## config.mk

```make
export PLATFORM = sky130hd
export DESIGN_NAME = serial_tree
export DESIGN_NICKNAME = d
export VERILOG_FILES = /design/src/rtl/serial_tree_pkg.sv /design/src/rtl/tree_down_node.sv /design/src/rtl/tree_up_node.sv /design/src/rtl/serial_tree.sv
export SDC_FILE = /design/constraint.sdc
export NUM_CORES = 1
export LEC_CHECK = 0
export BUFFER_PORTS_ARGS = -buffer_cell sky130_fd_sc_hd__buf_4
export CORE_MARGIN = 2
export CORE_UTILIZATION = 51
export CTS_CLUSTER_DIAMETER = 120
export DETAILED_ROUTE_END_ITERATION = 16
export GPL_TIMING_DRIVEN = 0
export PLACE_DENSITY_LB_ADDON = 0.2
export RECOVER_POWER = 25
export SYNTH_ARGS = -nofsm -noshare
export SYNTH_HDL_FRONTEND = slang
export SYNTH_SLANG_ARGS = --single-unit
```

## constraint.sdc

```tcl
create_clock -name clk -period 1.8 [get_ports clk]
set_input_delay 0.36 -clock clk [delete_from_list [all_inputs] [get_ports clk]]
set_output_delay 0.36 -clock clk [all_outputs]
set_load 0.005 [all_outputs]
```

## src/rtl/serial_tree_pkg.sv

```systemverilog
// Shared definitions for the bit-serial tree: the operation mode encoding.
package serial_tree_pkg;
    typedef enum logic [1:0] {
        MODE_DOWN   = 2'd0,
        MODE_SELECT = 2'd1,
        MODE_SUM    = 2'd2,
        MODE_MIN    = 2'd3
    } tree_mode_e;
endpackage

```

## src/rtl/tree_down_node.sv

```systemverilog
// Downward stage of one tree node: registers the bit from the parent once.
// The parent level fans the registered copy out to both children.
// Assumes: en is high only in broadcast mode. When en is low, no valid bit
// leaves this stage.
module tree_down_node (
    input  logic clk,
    input  logic rst_n,
    input  logic en,
    input  logic i_v,
    input  logic i_f,
    input  logic i_b,
    output logic o_v,
    output logic o_f,
    output logic o_b
);
    // Purpose: one-cycle registered copy of the parent stream, gated by mode.
    always_ff @(posedge clk) begin
        if (!rst_n) begin
            o_v <= 1'b0;
            o_f <= 1'b0;
            o_b <= 1'b0;
        end else begin
            o_v <= en & i_v;
            o_f <= en & i_v & i_f;
            o_b <= i_b;
        end
    end
endmodule

```

## src/rtl/tree_up_node.sv

```systemverilog
// Upward stage of one tree node: merges two child bit streams into one
// registered parent stream, according to the mode.
//  select: forwards whichever child is valid.
//  sum   : serial add, LSB first. Adds one trailing carry cycle per word.
//  min   : serial minimum, MSB first. Locks onto the first child to show a 0
//          where the other shows a 1.
// Assumes: the two children of one node are word-aligned. An idle child
// drives valid 0 (zero for sum, "infinitely large" for min).
module tree_up_node
    import serial_tree_pkg::*;
(
    input  logic       clk,
    input  logic       rst_n,
    input  tree_mode_e mode,
    input  logic       a_v,
    input  logic       a_f,
    input  logic       a_b,
    input  logic       b_v,
    input  logic       b_f,
    input  logic       b_b,
    output logic       o_v,
    output logic       o_f,
    output logic       o_b
);
    logic carry_q, act_q, eq_q, pick_q;
    logic any_v, head, op_a, op_b, cin;
    logic nxt_v, nxt_f, nxt_b, nxt_carry, nxt_eq, nxt_pick, nxt_act;

    // Purpose: next output bit and next carry/compare state for this cycle.
    always_comb begin
        any_v     = a_v | b_v;
        head      = (a_v & a_f) | (b_v & b_f);
        op_a      = a_v & a_b;
        op_b      = b_v & b_b;
        cin       = head ? 1'b0 : carry_q;
        nxt_v     = 1'b0;
        nxt_f     = 1'b0;
        nxt_b     = 1'b0;
        nxt_carry = carry_q;
        nxt_eq    = eq_q;
        nxt_pick  = pick_q;
        nxt_act   = 1'b0;
        case (mode)
            MODE_SELECT: begin
                nxt_v = any_v;
                nxt_f = head;
                nxt_b = a_v ? a_b : b_b;
            end
            MODE_SUM: begin
                nxt_act = any_v;
                if (any_v) begin
                    nxt_v     = 1'b1;
                    nxt_f     = head;
                    nxt_b     = op_a ^ op_b ^ cin;
                    nxt_carry = (op_a & op_b) | (cin & (op_a ^ op_b));
                end else if (act_q) begin
                    nxt_v     = 1'b1;
                    nxt_b     = carry_q;
                    nxt_carry = 1'b0;
                end
            end
            MODE_MIN: begin
                nxt_v = any_v;
                nxt_f = head;
                if (a_v & b_v) begin
                    if (head | eq_q) begin
                        nxt_b    = a_b & b_b;
                        nxt_eq   = (a_b == b_b);
                        nxt_pick = a_b;
                    end else begin
                        nxt_b = pick_q ? b_b : a_b;
                    end
                end else begin
                    nxt_b = a_v ? a_b : b_b;
                end
            end
            default: begin
                nxt_v = 1'b0;
            end
        endcase
    end

    // Purpose: register the merged stream and the per-word state.
    always_ff @(posedge clk) begin
        if (!rst_n) begin
            o_v     <= 1'b0;
            o_f     <= 1'b0;
            o_b     <= 1'b0;
            carry_q <= 1'b0;
            act_q   <= 1'b0;
            eq_q    <= 1'b0;
            pick_q  <= 1'b0;
        end else begin
            o_v     <= nxt_v;
            o_f     <= nxt_f;
            o_b     <= nxt_b;
            carry_q <= nxt_carry;
            act_q   <= nxt_act;
            eq_q    <= nxt_eq;
            pick_q  <= nxt_pick;
        end
    end
endmodule

```

## src/rtl/serial_tree.sv

```systemverilog
// Complete binary tree of LEAVES-1 nodes in heap order. Node n has children
// 2n and 2n+1, and leaf i sits at index LEAVES+i. Every node adds one
// register in each direction, so the latency is LEVELS cycles each way.
// Assumes: LEAVES is a power of two of at least 2, and the mode changes only
// while the tree is idle.
module serial_tree
    import serial_tree_pkg::*;
#(
    parameter int LEAVES = 8
) (
    input  logic              clk,
    input  logic              rst_n,
    input  logic [1:0]        mode,
    input  logic              root_down_valid,
    input  logic              root_down_first,
    input  logic              root_down_bit,
    output logic              root_up_valid,
    output logic              root_up_first,
    output logic              root_up_bit,
    input  logic [LEAVES-1:0] leaf_up_valid,
    input  logic [LEAVES-1:0] leaf_up_first,
    input  logic [LEAVES-1:0] leaf_up_bit,
    output logic [LEAVES-1:0] leaf_down_valid,
    output logic [LEAVES-1:0] leaf_down_first,
    output logic [LEAVES-1:0] leaf_down_bit
);
    localparam int SLOTS = 2 * LEAVES;

    tree_mode_e          mode_e;
    logic                down_en;
    logic [SLOTS-1:1]    up_v, up_f, up_b;
    logic [SLOTS-1:1]    dn_v, dn_f, dn_b;

    assign mode_e  = tree_mode_e'(mode);
    assign down_en = (mode_e == MODE_DOWN);

    assign dn_v[1] = root_down_valid;
    assign dn_f[1] = root_down_first;
    assign dn_b[1] = root_down_bit;
    assign root_up_valid = up_v[1];
    assign root_up_first = up_f[1];
    assign root_up_bit   = up_b[1];

    // Leaf attachment: leaf i uses heap slot LEAVES+i.
    for (genvar i = 0; i < LEAVES; i++) begin : g_leaf
        assign up_v[LEAVES+i]     = leaf_up_valid[i];
        assign up_f[LEAVES+i]     = leaf_up_first[i];
        assign up_b[LEAVES+i]     = leaf_up_bit[i];
        assign leaf_down_valid[i] = dn_v[LEAVES+i];
        assign leaf_down_first[i] = dn_f[LEAVES+i];
        assign leaf_down_bit[i]   = dn_b[LEAVES+i];
    end

    // Internal nodes: one upward merge and one downward copy stage each.
    for (genvar n = 1; n < LEAVES; n++) begin : g_node
        logic d_v, d_f, d_b;

        tree_up_node up_i (
            .clk   (clk),
            .rst_n (rst_n),
            .mode  (mode_e),
            .a_v   (up_v[2*n]),
            .a_f   (up_f[2*n]),
            .a_b   (up_b[2*n]),
            .b_v   (up_v[2*n+1]),
            .b_f   (up_f[2*n+1]),
            .b_b   (up_b[2*n+1]),
            .o_v   (up_v[n]),
            .o_f   (up_f[n]),
            .o_b   (up_b[n])
        );

        tree_down_node down_i (
            .clk   (clk),
            .rst_n (rst_n),
            .en    (down_en),
            .i_v   (dn_v[n]),
            .i_f   (dn_f[n]),
            .i_b   (dn_b[n]),
            .o_v   (d_v),
            .o_f   (d_f),
            .o_b   (d_b)
        );

        assign dn_v[2*n]   = d_v;
        assign dn_f[2*n]   = d_f;
        assign dn_b[2*n]   = d_b;
        assign dn_v[2*n+1] = d_v;
        assign dn_f[2*n+1] = d_f;
        assign dn_b[2*n+1] = d_b;
    end
endmodule

```

==> results.cfg, run 1 <==
[status]
status = finished, violations left
violations = negative setup slack

[drt]
drtIter0Drc = 145
met1_length_um = 3230
drt-wirelength-per-cell_um = 14.5
vias_per_cell = 5.47
vias = 2834
dr_wl_met3_um = 419
antenna_left = 0
dr_wl_met2_um = 3650
totalWireLength_um = 7530
drt_first_pass_iters = 5
top_layer = met4
drc_errors = 0

[timing]
slew_headroom = 0.602
slew_violations = 0
clock.fmax_mhz = 549
finClkSkew_ps = 4.99
timing.final.crit_share = 1.01
report.final.hold_viol_count = 0
rsz0062_at_grt = yes
worst_slack_ps = -20.9
fin_crit_ps = 1820
setup-violations-final = 2
fin_setup_tns_ps = -39.0
worst_slew_pin_slew_ps = 597

[logic_synthesis]
yosysWarnings = 0
async_flop_share = 0
syn_area_um2 = 3330
synth-edff-count = 0
syn_inst = 372
syn_avg_cell_area_um2 = 8.94
synthesis.nets = 417
ys_ff_latch = 58
synth_cell_types = 41
ys_seq_area_frac = 0.349
synthFlopType = dfxtp_1

[clock_tree]
htreeDepth = 3
hold_buffers = 0
path_clk_slew_ps = 70
clk_latency_ps = 340
cts_tree = built
cts_buffers = 9
root_buffer = clkbuf_8
cts.sinks = 58
clockBufferDepth = 2

[placed_design]
port-buffer-count = 51
hpwl_um = 5230
gp_congestion = 0.832
detailedPlace.worstSlack_ps = -128

[power_and_ir_drop]
clock_power_share = 0.405
p_sw_uw = 769
combPwrFrac = 0.141
seq_power_share = 0.454
swShare = 0.257
p_per_area_nw_per_um2 = 738
irDropWorstVdd_v = 0.000455
internal_power_mw = 2.23
leakage_nw = 1.75

[critical_path]
cp_max_fo = 10
path_cells = buf_6, a22oi_2, and2_4, fa_1, o21a_1, a31oi_1, o22a_1, a21oi_1
cp.required_ps = 2020
critPathTopFamily = compound AO/OA/AOI/OAI gates
r2r-start = g_node[6].up_i.o_v$_SDFF_PN0_
end_kind = register
worstSetupStartpointType = register
critical_path.n_buffers_inverters = 1
slowest_stage = fa_1
crit_start = g_node[6].up_i.o_v$_SDFF_PN0_
timing_worst_setup_path_type = reg2reg
crit_path_max_incr_delay_ps = 400
cp.arrival_ps = 2040

[floorplan]
die-area_um2 = 7180
die-height_um = 84.8
die_width_um = 84.8
initial_core_util = 0.527
core_um2 = 6310
io_pins = 58
std_cell_rows = 29

[grt]
grt_first_pass_wirelength_um = 12600
grt_overflow_total = 0
grt_max_degree = 11
antenna_found_initial = 0
grt_pass1_vias = 2712
grt_util_all_layers = 0.221

[flow_run]
cap_violations = 0

[worst_hold_path]
hold_path_class = in2reg
hp-start = root_down_valid

[final_layout]
diodes = 0
layout-drive-gt1-share = 0.324
fin_nets = 481
areaGrowthSynthToFinish_pct = 21.9
layout_common_cells = buf_4 (77), dfxtp_1 (56), nor2_1 (41)
mostFrequentLayoutCell = buf_4
-- repair_timing --
item	in CTS	in global routing
setup buffers	2	2
cloned	0	0
endpoints found under the setup margin	3	3
pin swaps	3	4
gates resized for setup	5	4
-- worst paths after layout --
| check | endpoint | slack (ps) | cells past startpoint |
|---|---|---|---|
| setup / recovery | g_node[3].up_i.o_b$_SDFF_PN0_ | -20 | 8 |
| setup reg to reg | g_node[3].up_i.o_b$_SDFF_PN0_ | -20 | 8 |
| hold / removal | g_node[1].down_i.o_v$_SDFF_PN0_ | 240 | 2 |
| hold reg to reg | g_node[6].down_i.o_b$_SDFF_PN0_ | 440 | 1 |
-- registers in the layout, indices dropped and copies added, names as in the netlist --
signal	cells
g_node.down_i.o_f	3
g_node.up_i.o_v	7
g_node.up_i.act_q	7
g_node.down_i.o_v	3
g_node.down_i.o_b	3
g_node.up_i.o_b	7
g_node.up_i.eq_q	7
g_node.up_i.carry_q	7
g_node.up_i.pick_q	7
g_node.up_i.o_f	7
-- per-stage QoR --
stage	utilization	instance area (um2)	total power, mW	instances	hold WS (ps)
after floorplan	-	3340	1.65	372	412
after global placement	0.604	3810	1.79	500	417
after detailed placement	0.604	3810	1.80	500	418
after CTS	0.642	4050	3.02	518	229
after global routing	0.642	4060	3.12	518	235
final	0.642	4060	2.99	518	236
-- power by group through the flow --
stage	clock (mW)	sequential, mW	combinational (mW)
final	1.21	1.36	0.423
after global routing	1.29	1.36	0.466
after CTS	1.23	1.35	0.431
after detailed placement	0	1.38	0.422
after global placement	0	1.38	0.414
after floorplan	0	1.37	0.280
-- Yosys cell counts, types with 3 or more instances --
master / number / area share
a21boi_0: 5 / 0.011
nor2b_1: 8 / 0.015
buf_6: 9 / 0.030
o21ai_1: 6 / 0.0090
mux2_2: 12 / 0.041
and2_1: 21 / 0.040
ha_1: 7 / 0.026
o211a_1: 7 / 0.021
dfxtp_1: 58 / 0.35
a221oi_2: 6 / 0.027
nor3_1: 21 / 0.032
and3_1: 3 / 0.0056
a21oi_1: 22 / 0.033
buf_2: 6 / 0.0090
a211oi_1: 4 / 0.0090
clkbuf_1: 3 / 0.0034
fa_1: 7 / 0.042
a31oi_1: 5 / 0.0094
o21a_1: 5 / 0.011
inv_1: 5 / 0.0056
o22a_1: 4 / 0.011
mux2i_1: 9 / 0.027
nor2_1: 41 / 0.046
nand2b_1: 11 / 0.021
buf_4: 26 / 0.059
a22oi_1: 7 / 0.016
o21ai_0: 11 / 0.017
nand2_1: 28 / 0.032
-- layout make-up --
| cell class | instances | area (um2) |
|---|---|---|
| buffer | 43 | 325 |
| multi-input combinational | 264 | 1840 |
| fill | 574 | 2260 |
| sequential | 58 | 1170 |
| clock inverter | 5 | 52.6 |
| timing repair buffer | 55 | 409 |
| tap | 77 | 96.3 |
| inverter | 5 | 18.8 |
| clock buffer | 11 | 151 |
-- kinds of logic after synthesis --
logic type / share of synthesized area
and+or+nand+nor: 0.201
AOI/OAI and AO/OA: 0.202
buffers and inverters: 0.109
DFF: 0.349
muxes: 0.0711
adders and majority gates: 0.0685
-- routing by layer --
metal | GRT usage | up-vias
met2 | 0.377 | 89
met4 | 0.104 | 0
met1 | 0.272 | 1322
met3 | 0.0364 | 18
li1 | - | 1405
met5 | 0 | -
No activity file was read; power rests on OpenSTA's default activity.
==> run 2, diff against run 1 <==
--- a/config.mk
+++ b/config.mk
@@ -13,6 +13,7 @@
 export GPL_TIMING_DRIVEN = 0
 export PLACE_DENSITY_LB_ADDON = 0.2
 export RECOVER_POWER = 25
+export REMOVE_ABC_BUFFERS = 1
 export SYNTH_ARGS = -nofsm -noshare
 export SYNTH_HDL_FRONTEND = slang
 export SYNTH_SLANG_ARGS = --single-unit
==> run 2 against run 1 <==
Effect of this change: the flow now finishes without violations; sequential power about the same; critical path type unchanged; sequential cell count unchanged; clock power is 4% lower; largest cell class unchanged; via count shrank 6.5%.
==> results.cfg, run 2 (synthesis results as in run 1) <==
[final_layout]
fin_nets = 448
fillCellCount = 584
areaGrowthSynthToFinish_pct = 14.7
diodes = 0
layout-drive-gt1-share = 0.289
layout_common_cells = buf_4 (64), dfxtp_1 (51), nor2_1 (41)
fin_util = 0.604
final_area_um2 = 3810
mostFrequentLayoutCell = buf_4

[placed_design]
hpwl_um = 4410
gp_congestion = 0.787
port-buffer-count = 57
dpl_cell_area_um2 = 3510

[drt]
vias = 2651
totalWireLength_um = 6540
vias_per_cell = 5.47
drt-wirelength-per-cell_um = 13.5
antenna_left = 0
drc_errors = 0
drtIter0Drc = 124
drt_first_pass_iters = 4

[critical_path]
timing_worst_setup_path_type = reg2reg
end_kind = register
worstSetupStartpointType = register
cp_max_fo = 10
cp.arrival_ps = 1970
cp.required_ps = 1970

[clock_tree]
cts.sinks = 58
cts_tree = built
path_clk_slew_ps = 70
cts_buffers = 9
htreeDepth = 3
root_buffer = clkbuf_8
clk_latency_ps = 330
clockBufferDepth = 2
hold_buffers = 0

[timing]
slew_headroom = 0.376
clock.fmax_mhz = 556
slew_violations = 0
setup-violations-final = 0
timing.final.crit_share = 0.999
report.final.hold_viol_count = 0
rsz0062_at_grt = yes
finClkSkew_ps = 5.73
worst_slew_pin_slew_ps = 935
fin_crit_ps = 1800

[floorplan]
die-height_um = 84.8
die_width_um = 84.8
core_um2 = 6310
die-area_um2 = 7180
initial_core_util = 0.527
io_pins = 58
std_cell_rows = 29

[status]
status = complete, no violations

[flow_run]
cap_violations = 0

[power_and_ir_drop]
p_sw_uw = 771
seq_power_share = 0.472
combPwrFrac = 0.129
swShare = 0.265
leakage_nw = 1.61
internal_power_mw = 2.14
irDropWorstVdd_v = 0.000629
p_per_area_nw_per_um2 = 762
clock_power_share = 0.399

[grt]
grt_max_degree = 28
antenna_found_initial = 0
grt_overflow_total = 0
grt_util_all_layers = 0.190
grt_first_pass_wirelength_um = 11000
grt_pass1_vias = 2460

[worst_hold_path]
hold_path_class = in2reg
[run 2: cell types whose count changed in the layout (fill, tap and decap cells not counted), moves of 3 or more]
cell      before  now
clkbuf_1       5    0
buf_2          5    0
buf_6          8    0
buf_4         77   64
clkbuf_4       3    0
dfxtp_4        1    4
dfxtp_1       56   51
[run 2: metrics by stage]
stage / setup WS, ps / TNS (ps) / cells / total power [mW] / hold slack [ps]
after detailed placement: -224 / -1270 / 461 / 1.75 / 423
after global placement: -1030 / -18710 / 461 / 1.74 / 414
after global routing: -139 / -251 / 485 / 3.04 / 228
final: 1.81 / 0 / 485 / 2.91 / 231
after floorplan: -148 / -240 / 327 / 1.59 / 412
after CTS: 0.463 / 0 / 478 / 2.92 / 223
[run 2: cell type report]
type	instances	area, um2	share of cell area
Timing Repair Buffer	65	493	0.129
Sequential cell	58	1180	0.309
Clock buffer	9	124	0.0325
Clock inverter	7	70.1	0.0184
Tap cell	77	96.3	0.0253
Multi-Input combinational cell	264	1830	0.480
Inverter	5	18.8	0.00492
[run 2: path summary, 6_finish.rpt]
kind                                         from                         endpoint  slack, ps  depth (start not counted)
setup / recovery    g_node[4].up_i.o_v$_SDFF_PN0_    g_node[2].up_i.o_b$_SDFF_PN0_          2                          7
hold / removal                      root_down_bit  g_node[1].down_i.o_b$_SDFF_PN0_        230                          2
setup reg to reg    g_node[4].up_i.o_v$_SDFF_PN0_    g_node[2].up_i.o_b$_SDFF_PN0_          2                          7
hold reg to reg   g_node[1].down_i.o_b$_SDFF_PN0_  g_node[3].down_i.o_b$_SDFF_PN0_        440                          1
[run 2: worst max-delay path: stages, from the launching register on]
cell	delay (ps)
dfxtp_4	390
a22oi_2	210
and2_1	170
fa_1	410
o21a_1	110
a31oi_1	150
o22a_1	150
a21oi_1	50
[run 2: repair_timing]
action                                  4_1_cts  5_1_grt
setup buffers                                 1        7
pin swaps                                     1        2
gates resized for setup                      11        6
endpoints found under the setup margin        3        4
[run 2: power groups by stage]
stage	clock, mW	sequential (mW)	combinational, mW
4_1_cts	1.19	1.37	0.355
5_1_grt	1.24	1.38	0.423
6_report	1.16	1.37	0.376
3_5_place_dp	0	1.40	0.351
3_3_place_gp	0	1.40	0.343
2_1_floorplan	0	1.39	0.202
[run 2: layer usage]
metal | vias up | share of wire | GRT usage
met1 | 1233 | 0.47 | 0.245
li1 | 1345 | - | -
met2 | 60 | 0.47 | 0.309
met5 | - | 0 | 0
met3 | 13 | 0.040 | 0.0324
met4 | 0 | 0.023 | 0.0909
==> run 3, diff against run 2 <==
--- a/config.mk
+++ b/config.mk
@@ -11,6 +11,7 @@
 export CTS_CLUSTER_DIAMETER = 120
 export DETAILED_ROUTE_END_ITERATION = 16
 export GPL_TIMING_DRIVEN = 0
+export MAX_ROUTING_LAYER = met4
 export PLACE_DENSITY_LB_ADDON = 0.2
 export RECOVER_POWER = 25
 export REMOVE_ABC_BUFFERS = 1
==> run 3 against run 2 <==
Effect of this change: highest routed layer unchanged; critical path type unchanged; fmax about the same; global-route usage increased by 0.57 points; first-iteration DRC count decreased by 11%; worst hold slack got worse by 0.77 ps.
==> results.cfg, run 3 (synthesis results as in run 1) <==
[clock_tree]
hold_buffers = 0
cts.sinks = 58
cts_buffers = 9
path_clk_slew_ps = 70
clk_latency_ps = 330
cts_tree = built
clockBufferDepth = 2
htreeDepth = 3
root_buffer = clkbuf_8

[placed_design]
detailedPlace.worstSlack_ps = -224
dpl_cell_area_um2 = 3510
gp_congestion = 0.798
hpwl_um = 4410
port-buffer-count = 57

[timing]
report.final.hold_viol_count = 0
clock.fmax_mhz = 556
worst_slack_ps = 1.82
fin_setup_tns_ps = 0
slew_violations = 0
fin_crit_ps = 1800
hold_ws_ps = 230
worst_slew_pin_slew_ps = 936
slew_headroom = 0.376
rsz0062_at_grt = yes
finClkSkew_ps = 5.75
timing.final.crit_share = 0.999
setup-violations-final = 0

[grt]
grt_overflow_total = 0
antenna_found_initial = 0
grt_pass1_vias = 2460
grt_first_pass_wirelength_um = 11000
grt_util_all_layers = 0.196
grt_max_degree = 28

[worst_hold_path]
hold_path_class = in2reg

[power_and_ir_drop]
p_per_area_nw_per_um2 = 763
leakage_nw = 1.61
irDropWorstVdd_v = 0.000629

[critical_path]
timing_worst_setup_path_type = reg2reg
end_kind = register
cp_max_fo = 10
worstSetupStartpointType = register
cp.required_ps = 1970
cp.arrival_ps = 1970
regToRegSetupSlack_ps = 2

[drt]
drtIter0Drc = 110
vias = 2669
drt-wirelength-per-cell_um = 13.5
drc_errors = 0
totalWireLength_um = 6550
vias_per_cell = 5.50
antenna_left = 0
drt_first_pass_iters = 4

[floorplan]
io_pins = 58
die-height_um = 84.8
core_um2 = 6310
initial_core_util = 0.527
die_width_um = 84.8
die-area_um2 = 7180
std_cell_rows = 29

[final_layout]
diodes = 0
layout-drive-gt1-share = 0.289
fin_nets = 448
final_area_um2 = 3810
mostFrequentLayoutCell = buf_4
fin_util = 0.604
layout_common_cells = buf_4 (64), dfxtp_1 (51), nor2_1 (41)
areaGrowthSynthToFinish_pct = 14.7

[status]
status = complete, no violations

[flow_run]
cap_violations = 0
## run 3: metal layers
metal | global-route usage | vias to the layer above | wire [um]
met4 | 0.0909 | 0 | 161
met3 | 0.0324 | 13 | 234
met5 | - | - | 0
met2 | 0.309 | 56 | 3110
met1 | 0.245 | 1256 | 3050
li1 | - | 1344 | -
## run 3: worst paths after layout
path	startpoint	endpoint	depth (start not counted)
max	g_node[4].up_i.o_v$_SDFF_PN0_	g_node[2].up_i.o_b$_SDFF_PN0_	7
min	root_down_bit	g_node[1].down_i.o_b$_SDFF_PN0_	2
max reg2reg	g_node[4].up_i.o_v$_SDFF_PN0_	g_node[2].up_i.o_b$_SDFF_PN0_	7
min reg2reg	g_node[1].down_i.o_b$_SDFF_PN0_	g_node[3].down_i.o_b$_SDFF_PN0_	1
## run 3: final cells by class
cell class	instances	area, um2
sequential	58	1180
tap	77	96.3
clock buffer	9	124
fill	584	2500
clock inverter	7	70.1
inverter	5	18.8
timing repair buffer	65	493
multi-input combinational	264	1830
## run 3: where the power goes
group | switching [mW] | internal (mW) | leakage, nW
clock | 0.525 | 0.635 | 0.0990
sequential | 0.0489 | 1.32 | 0.475
combinational | 0.198 | 0.178 | 1.03
total | 0.772 | 2.14 | 1.61
## run 3: stage by stage
stage	cells	power, mW
floorplan	327	1.59
CTS	478	2.92
global placement	461	1.74
detailed placement	461	1.75
finish	485	2.91
global route	485	3.05
## run 3: worst max-delay path, stage by stage (launching register included)
cell	delay, ps
dfxtp_4	390
a22oi_2	210
and2_1	170
fa_1	410
o21a_1	110
a31oi_1	150
o22a_1	150
a21oi_1	50
## run 3: timing repair
action	in CTS	in global routing
gates resized for setup	11	6
buffers inserted	1	7
endpoints found under the setup margin	3	4
pin swaps	1	2
